===== config.mk =====
export PLATFORM = sky130hd
export DESIGN_NAME = mute_power_seq
export DESIGN_NICKNAME = d
export VERILOG_FILES = /design/src/rtl/mps_pkg.sv /design/src/rtl/mps_fsm.sv /design/src/rtl/mps_ramp.sv /design/src/rtl/mps_gain.sv /design/src/rtl/mute_power_seq.sv
export SDC_FILE = /design/constraint.sdc
export NUM_CORES = 2
export LEC_CHECK = 0
export ABC_AREA = 1
export BUFFER_PORTS_ARGS = -buffer_cell sky130_fd_sc_hd__buf_2
export CORE_UTILIZATION = 39
export CTS_BUF_LIST = sky130_fd_sc_hd__clkbuf_16
export DETAILED_ROUTE_END_ITERATION = 10
export HOLD_SLACK_MARGIN = 0.1
export PLACE_DENSITY = 0.59
export SLEW_MARGIN = 10
export SYNTH_ARGS = -nofsm -noshare
export SYNTH_HDL_FRONTEND = slang
export SYNTH_SLANG_ARGS = --single-unit

===== constraint.sdc =====
create_clock -name clk -period 10.35 [get_ports clk]
set_clock_uncertainty 0.05 [all_clocks]
set_input_delay 0.5175 -clock clk [delete_from_list [all_inputs] [get_ports clk]]
set_output_delay 0.5175 -clock clk [all_outputs]
set_load 0.02 [all_outputs]

===== src/rtl/mps_pkg.sv =====
package mps_pkg;
    typedef enum logic [1:0] {
        PS_OFF     = 2'd0,
        PS_STANDBY = 2'd1,
        PS_ENABLE  = 2'd2,
        PS_MUTING  = 2'd3
    } pwr_state_t;
endpackage


===== src/rtl/mps_fsm.sv =====
module mps_fsm
    import mps_pkg::*;
#(
    parameter int HOLD_CYC = 64
) (
    input  logic       clk,
    input  logic       rst_n,
    input  logic       mclk_ok,
    input  logic       bclk_ok,
    input  logic       mute_n,
    input  logic       smp_valid,
    input  logic       ramp_done,
    output pwr_state_t state_q,
    output pwr_state_t state_nxt,
    output logic       cp_en,
    output logic       drv_en
);
    localparam int IW = (HOLD_CYC > 1) ? $clog2(HOLD_CYC) : 1;
    localparam logic [IW-1:0] IDLE_LAST = IW'(HOLD_CYC - 1);

    logic [IW-1:0] idle_q;
    logic          idle_expire;

    assign idle_expire = (idle_q == IDLE_LAST) && !smp_valid;

    // state register
    always_ff @(posedge clk) begin
        if (!rst_n) state_q <= PS_OFF;
        else        state_q <= state_nxt;
    end

    // idle timer: sample-free cycles while muting
    always_ff @(posedge clk) begin
        if (!rst_n || state_q != PS_MUTING || smp_valid) idle_q <= '0;
        else if (idle_q != IDLE_LAST)                    idle_q <= idle_q + 1'b1;
    end

    always_comb begin
        state_nxt = state_q;
        if (!mclk_ok) begin
            state_nxt = PS_OFF;                              // clock-loss
        end else begin
            unique case (state_q)
                PS_OFF:
                    if (bclk_ok) state_nxt = mute_n ? PS_ENABLE : PS_STANDBY;
                PS_STANDBY:
                    if (bclk_ok && mute_n) state_nxt = PS_ENABLE;    // wake
                PS_ENABLE:
                    if (!bclk_ok || !mute_n) state_nxt = PS_MUTING;  // mute-start
                PS_MUTING:
                    if (bclk_ok && mute_n)          state_nxt = PS_ENABLE;  // unmute
                    else if (ramp_done || idle_expire) state_nxt = PS_STANDBY; // mute-done
            endcase
        end
    end

    // outputs
    always_comb begin
        cp_en  = 1'b0;
        drv_en = 1'b0;
        unique case (state_q)
            PS_OFF:     ;
            PS_STANDBY: cp_en = 1'b1;
            PS_ENABLE,
            PS_MUTING:  begin cp_en = 1'b1; drv_en = 1'b1; end
        endcase
    end
endmodule


===== src/rtl/mps_ramp.sv =====
module mps_ramp
    import mps_pkg::*;
#(
    parameter int STEPS = 944,
    parameter int GW    = 16
) (
    input  logic          clk,
    input  logic          rst_n,
    input  pwr_state_t    state_q,
    input  pwr_state_t    state_nxt,
    input  logic          smp_valid,
    output logic          ramp_done,
    output logic [GW-1:0] gain_q
);
    localparam int KW = $clog2(STEPS + 1);
    localparam int PW = KW + GW;
    localparam logic [PW-1:0] STEP_Q = PW'((64'd1 << GW) / STEPS);

    logic [KW-1:0] k_q;
    logic [PW-1:0] k_ext;
    logic [PW-1:0] prod;

    always_ff @(posedge clk) begin
        if (!rst_n) begin
            k_q <= '0;
        end else begin
            unique case (state_nxt)
                PS_OFF, PS_STANDBY: k_q <= '0;
                PS_ENABLE:          k_q <= KW'(STEPS);
                PS_MUTING:
                    if (state_q == PS_MUTING && smp_valid && k_q != '0) k_q <= k_q - 1'b1;
            endcase
        end
    end

    assign ramp_done = (k_q == '0);
    assign k_ext     = PW'(k_q) - PW'(1);
    assign prod      = k_ext * STEP_Q;
    assign gain_q    = ramp_done ? '0 : prod[GW-1:0];
endmodule


===== src/rtl/mps_gain.sv =====
module mps_gain
    import mps_pkg::*;
#(
    parameter int DW  = 24,
    parameter int GW  = 16,
    parameter int NCH = 2
) (
    input  logic                    clk,
    input  logic                    rst_n,
    input  pwr_state_t              state_q,
    input  logic [GW-1:0]           gain_q,
    input  logic                    smp_valid,
    input  logic [NCH-1:0][DW-1:0]  smp_in,
    output logic                    out_valid,
    output logic [NCH-1:0][DW-1:0]  smp_out
);
    localparam int MW = DW + GW + 1;

    always_ff @(posedge clk) begin
        if (!rst_n) out_valid <= 1'b0;
        else        out_valid <= smp_valid;
    end

    for (genvar ch = 0; ch < NCH; ch++) begin : g_ch
        logic signed [MW-1:0] a_s, g_s, prod_s, shr_s;
        assign a_s    = $signed({{(GW+1){smp_in[ch][DW-1]}}, smp_in[ch]});
        assign g_s    = $signed({{(DW+1){1'b0}}, gain_q});
        assign prod_s = a_s * g_s;
        assign shr_s  = prod_s >>> GW;

        always_ff @(posedge clk) begin
            if (!rst_n) begin
                smp_out[ch] <= '0;
            end else if (smp_valid) begin
                unique case (state_q)
                    PS_ENABLE:          smp_out[ch] <= smp_in[ch];
                    PS_MUTING:          smp_out[ch] <= shr_s[DW-1:0];
                    PS_OFF, PS_STANDBY: smp_out[ch] <= '0;
                endcase
            end
        end
    end
endmodule


===== src/rtl/mute_power_seq.sv =====
module mute_power_seq
    import mps_pkg::*;
#(
    parameter int DW           = 24,
    parameter int GW           = 16,
    parameter int RAMP_STEPS   = 944,
    parameter int PERIOD_CYC   = 16,
    parameter int HOLD_SAMPLES = 4
) (
    input  logic          clk,
    input  logic          rst_n,
    input  logic          smp_valid,
    input  logic [DW-1:0] smp_left,
    input  logic [DW-1:0] smp_right,
    input  logic          mute_n,
    input  logic          bclk_ok,
    input  logic          mclk_ok,
    output logic          out_valid,
    output logic [DW-1:0] out_left,
    output logic [DW-1:0] out_right,
    output logic [1:0]    pwr_state,
    output logic          cp_en,
    output logic          drv_en
);
    localparam int HOLD_CYC = PERIOD_CYC * HOLD_SAMPLES;
    localparam int NCH      = 2;

    pwr_state_t             state_q, state_nxt;
    logic                   ramp_done;
    logic [GW-1:0]          gain_q;
    logic [NCH-1:0][DW-1:0] smp_in, smp_out;

    assign smp_in    = {smp_right, smp_left};
    assign out_left  = smp_out[0];
    assign out_right = smp_out[1];
    assign pwr_state = state_q;

    mps_fsm #(.HOLD_CYC(HOLD_CYC)) u_fsm (
        .clk(clk), .rst_n(rst_n), .mclk_ok(mclk_ok), .bclk_ok(bclk_ok),
        .mute_n(mute_n), .smp_valid(smp_valid), .ramp_done(ramp_done),
        .state_q(state_q), .state_nxt(state_nxt), .cp_en(cp_en), .drv_en(drv_en)
    );

    mps_ramp #(.STEPS(RAMP_STEPS), .GW(GW)) u_ramp (
        .clk(clk), .rst_n(rst_n), .state_q(state_q), .state_nxt(state_nxt),
        .smp_valid(smp_valid), .ramp_done(ramp_done), .gain_q(gain_q)
    );

    mps_gain #(.DW(DW), .GW(GW), .NCH(NCH)) u_gain (
        .clk(clk), .rst_n(rst_n), .state_q(state_q), .gain_q(gain_q),
        .smp_valid(smp_valid), .smp_in(smp_in), .out_valid(out_valid),
        .smp_out(smp_out)
    );
endmodule


# Word level (Yosys, flattened, before mapping)
# Cells that the tools add are included.
# W data, S select, Z words.
totals:
  inputBits: 54
  output_inout_bits: 53
  ff_bits: 67
classes:
  mul: 3
  n_addsub: 3
  reduce_logical: 20
  n_mux: 15
  n_eq_ne: 10
ops:
  columns: ["op", "count"]
  rows:
  - ["$pmux W24 S3", 2]
  - ["$mul A24 B17 Y40", 2]
  - ["$pmux W10 S3", 1]
  - ["$mul A26 B7 Y16 const B", 1]
  - ["$mux W16", 1]
  - ["$mux W2", 7]
  - ["$sub A10 B1 Y11 const B", 1]
  - ["$logic_not A10 Y1", 1]
  - ["$mux W10", 1]
  - ["$reduce_bool A10 Y1", 1]
  - ["$sub A10 B1 Y10 const B", 1]
  - ["$eq A2 B2 Y1 const B", 4]
  - ["$pmux W2 S4", 1]
  - ["$add A6 B1 Y6 const B", 1]
  - ["$eq A6 B6 Y1 const B", 1]
  - ["$ne A6 B6 Y1 const B", 1]
  - ["$reduce_or A2 Y1", 3]
  - ["$eq A2 B1 Y1 const B", 2]
  - ["$logic_and A1 B1 Y1", 4]
  - ["$logic_not A1 Y1", 4]
  - ["$logic_not A2 Y1", 2]
  - ["$logic_or A1 B1 Y1", 4]
  - ["$reduce_or A3 Y1", 1]
  - ["$mux W1", 2]
  - ["other kinds (2)", 2]

# Logic depth before layout (Yosys ltp)
logic_depth:
  word_depth: 10
  mapped_depth: 48
  depth_no_buf: 47

# Cells and area by module
# From an unflattened synthesis, not the netlist that was laid out.
unflattened:
  cells_unflattened: 4590
  area_unflattened_um2: 33648.5
by_module_without_submodules:
  columns: ["mod", "cells_each", "area_per_inst_um2", "n_inst"]
  rows:
  - ["mps_gain", 4279, 31396.4, 1]
  - ["mps_ramp", 255, 1856.8, 1]
  - ["mps_fsm", 56, 395.4, 1]

# Worst setup path before layout
# OpenSTA, ideal clock, no wires.
synth_timing:
  kind: "flip-flop to flip-flop"
  start: "register u_ramp.k_q[0]"
  end: "register u_gain.smp_out[38] in the netlist's numbering"
  arrival_time_ns: 8.196
  path_stages_with_launch: 40
  slack_ns: 1.971
  required_time_ns: 10.168
  path_cell_list: "dfxtp_1 inv_1 ha_1 nand2_1 nor2_1 xor2_1 ha_1 ha_1 inv_1 fa_1 inv_1 ha_1 inv_1 nor3_1 nand3_1 nand3_1 or2_2 nand3_1 [... 4 more ...] inv_1 fa_1 fa_1 fa_1 fa_1 inv_1 fa_1 inv_1 ha_1 nand2_1 nand2_1 a21boi_0 nand2_1 a21oi_1 nand2_1 or2_2 nand3_1 a21oi_1"
synth_between:
  elab_chain_len: 5
  elab_cells_between_ends: 6
  cone_classes: "1 x add/sub; 2 x mul; 2 x mux; 1 x reduce/logical"
synth_rtl:
  columns: ["element", "line", "rtl"]
  rows:
  - ["start, declared", "mps_ramp.sv:19", "logic [KW-1:0] k_q;"]
  - ["start signal, assigned", "mps_ramp.sv:29", "PS_ENABLE: k_q <= KW'(STEPS);"]
  - ["start signal, assigned", "mps_ramp.sv:31", "if (state_q == PS_MUTING && smp_valid && k_q != '0) k_q <= k_q - 1'b1;"]
  - ["$sub A10 B1 Y11", "mps_ramp.sv:37", "assign k_ext = PW'(k_q) - PW'(1);"]
  - ["$mul A26 B7 Y16", "mps_ramp.sv:38", "assign prod = k_ext * STEP_Q;"]
  - ["$mux W16 *", "mps_ramp.sv:39", "assign gain_q = ramp_done ? '0 : prod[GW-1:0];"]
  - ["$mul A24 B17 Y40 *", "mps_gain.sv:28", "assign prod_s = a_s * g_s;"]
  - ["$pmux W24 S3 *", "mps_gain.sv:35", "unique case (state_q)"]
  - ["end signal, assigned by index", "mps_gain.sv:36", "PS_ENABLE: smp_out[ch] <= smp_in[ch];"]
  - ["end signal, assigned by index", "mps_gain.sv:37", "PS_MUTING: smp_out[ch] <= shr_s[DW-1:0];"]
  - ["end, declared", "mps_gain.sv:15", "output logic [NCH-1:0][DW-1:0] smp_out"]
# Mark *: on every way between the ends. The rest lies on a longest branch, timed or not.
# A chain may end at the register's enable or synchronous reset.

# Worst setup path after layout
layout_timing:
  start: "register u_ramp.k_q[0]"
  end: "register u_gain.smp_out[43] in the netlist's numbering"
# Same word-level chain as after synthesis.

==> impl_metrics.ini <==
[flow_run]
drv_cap = 0

[worst_setup_path]
critPathMaxStageDelay_ns = 0.54
path_class = reg -> reg
reg2reg_from = u_ramp.k_q[0]
cp_top_family = adder cells
crit_path_end_kind = register
worst_setup_path_start_kind = register
r2r_slack_ns = 0.58
arrival_ns = 10.04
crit_slowest_cell = fa_1
reg2reg_depth = 40
timing.critical_path.buf_inv = 7
timing.rr.end = u_gain.smp_out[43]
critPathRequiredTime_ns = 10.62
path_max_fanout = 23

[floorplanning]
die_h_microns = 291.7
rows = 105
core-area_sq_mm = 0.08264
dieWidth_microns = 291.7
die_area_sq_mm = 0.08511
ioPinCount = 107
start_util_pct = 39.62

[layout]
area_delta_synth_final_pct = 5.920
final_net_count = 5293
fillers = 8567
final_common_cell = inv_1
final_cell_mix = 1160 x inv_1, 850 x nand2_1, 748 x fa_1, 326 x nor2_1, 230 x ha_1
drive_gt1_share_pct = 5.837

[grt]
grt_pass1_wl_mm = 166.7
use_met1_pct = 35.37
grt_overflow = 0
antenna_found_initial = 4
grtUsageMet2_pct = 42.72
grt_use_met3_pct = 2.535
grt_pass1_vias = 28440
grt_max_degree = 78
grt_busiest_layer = met2
grtUsageTotal_pct = 25.68

[min_path]
hold_class = in -> reg
hold_depth = 3
hold_start = rst_n
hold_path_end = u_gain.out_valid

[clock_tree]
cts-root-buf = clkbuf_16
htreeDepth = 3
insertion_delay_ns = 0.39
cts_sinks = 67
cts_buffers = 9
cts_tree = done
path_clk_slew_ns = 0.06
cts_buffer_depth = 2
postCtsHoldBufs = 0

[sta]
rsz0062_at_grt = no
relSlewSlack_pct = 37.51
fmax_mhz = 102.3
final.setup.tns_ns = 0
layout_setup_ws_ns = 0.5784
finalCriticalPeriod_ns = 9.772
hold_violations = 0
slew_violations = 0
tightest_slew_ns = 0.9316
period_share_pct = 94.41
setup_viol = 0

[synth]
synth_area_leaders = fa_1 46%, inv_1 13%, nand2_1 9.7%, ha_1 8.8%, dfxtp_1 4.1%
synth.distinct_cells = 42
seq_area_frac_synth_pct = 4.097
syn-instance-count = 4253
syn_nets = 5285
synthArstFlopShare_pct = 0
yosys_warnings = 0
synth.top_cell.area_share_pct = 45.74
syn_area_sq_mm = 0.03274
synth_edf_count = 0
synth_ff_type = dfxtp_1
synth-seq-cells = 67
avgSynthCellArea_sq_um = 7.698
synth_top_cell_by_area = fa_1

[route]
vias = 27370
via_per_inst = 5.128
drtIter0Drc = 1934
wl_mm = 105.6
drtPass1Iterations = 6
antenna_left = 0
route.detailed.drc = 0
wire_per_inst_microns = 19.78

[place]
pre_cts_slack_ns = 0.04302
io_buffer_count = 106
routabilityCongestion = 0.9828
hpwl_mm = 85.80

[status]
status = finished, final reports clean
[cell usage after synthesis (4+ instances only)]
cell type and number:
inv_1 1162, nand2_1 850, fa_1 748, nor2_1 328, ha_1 230, a21oi_1 161
o21ai_0 122, nand3_1 111, clkbuf_1 97, nand4_1 93, dfxtp_1 67, nor2_2 43
buf_2 42, nor3_1 27, nand3b_1 17, o21bai_1 15, xor2_1 15, xnor2_1 13
a31oi_1 12, buf_1 12, or2_2 12, nor4_1 11, clkinv_1 8, o21a_1 8
a21o_1 6, a21boi_0 5, nand2_2 5, o22ai_1 5, buf_6 4, inv_2 4
[metal layers]
metal	up-vias	share of wire [%]
met5	-	0.037
met2	905	48
met1	13850	44
met4	6	3.1
met3	147	5.9
li1	12460	-
[worst max-delay path by stage]
stage	depth (start not counted)	slack (ns)	to	start
2_1_floorplan	39	1.97	u_gain.smp_out[38]	u_ramp.k_q[0]
3_3_place_gp	40	0.06	u_gain.smp_out[43]	u_ramp.k_q[0]
3_5_place_dp	40	0.04	u_gain.smp_out[43]	u_ramp.k_q[0]
4_1_cts	40	0.02	u_gain.smp_out[43]	u_ramp.k_q[0]
5_1_grt	40	0.04	u_gain.smp_out[43]	u_ramp.k_q[0]
6_report	40	0.58	u_gain.smp_out[43]	u_ramp.k_q[0]
[through the flow]
| step | cell area (sq um) | util [%] | hold WS, ns | cells |
|---|---|---|---|---|
| 2_1_floorplan | 32740 | - | 0.3946 | 4253 |
| 3_3_place_gp | 34330 | 41.54 | 0.4138 | 5318 |
| 3_5_place_dp | 34330 | 41.54 | 0.4239 | 5318 |
| 4_1_cts | 34630 | 41.90 | 0.3961 | 5334 |
| 5_1_grt | 34680 | 41.96 | 0.4188 | 5337 |
| 6_report | 34680 | 41.96 | 0.4105 | 5337 |
[cell type report]
cell class              instances  area [sq um]  share of cell area, %
multi-input cells            2856         26370                  76.05
inverters                    1174          4414                  12.73
flip-flops and latches         67          1341                  3.868
well taps                    1070          1339                  3.861
repair buffers                153         908.4                  2.620
clock buffers                   9         225.2                 0.6495
clock inverters                 7         75.07                 0.2165
diodes                          1         2.502               0.007216
[worst min-delay path: stages]
cell and delay (ns):
buf_2 0.17, nand2_1 0.08, inv_1 0.03
[repair_timing]
| item | in CTS | in global routing |
|---|---|---|
| resized for setup | 0 | 6 |
| setup buffers | 0 | 2 |
| setup endpoints to repair | 0 | 25 |
[state kept, by name (all words and copies together), names as in the netlist]
signal,count
u_fsm.idle_q,6
u_fsm.state_q,2
u_gain.out_valid,1
u_gain.smp_out,48
u_ramp.k_q,10
[cells by family after synthesis]
group	after synthesis	synth area share, %
adder cells (fa/ha/maj)	978	54.53
flip-flops	67	4.097
AND/OR/NAND/NOR	1509	19.48
AO/OA/AOI/OAI	340	5.553
buffers and inverters	1330	15.51
XOR/XNOR	29	0.8332
Power is left out: the tool's default activity adds up to more than one toggle a clock period on the data nets, which glitch-free logic cannot reach.
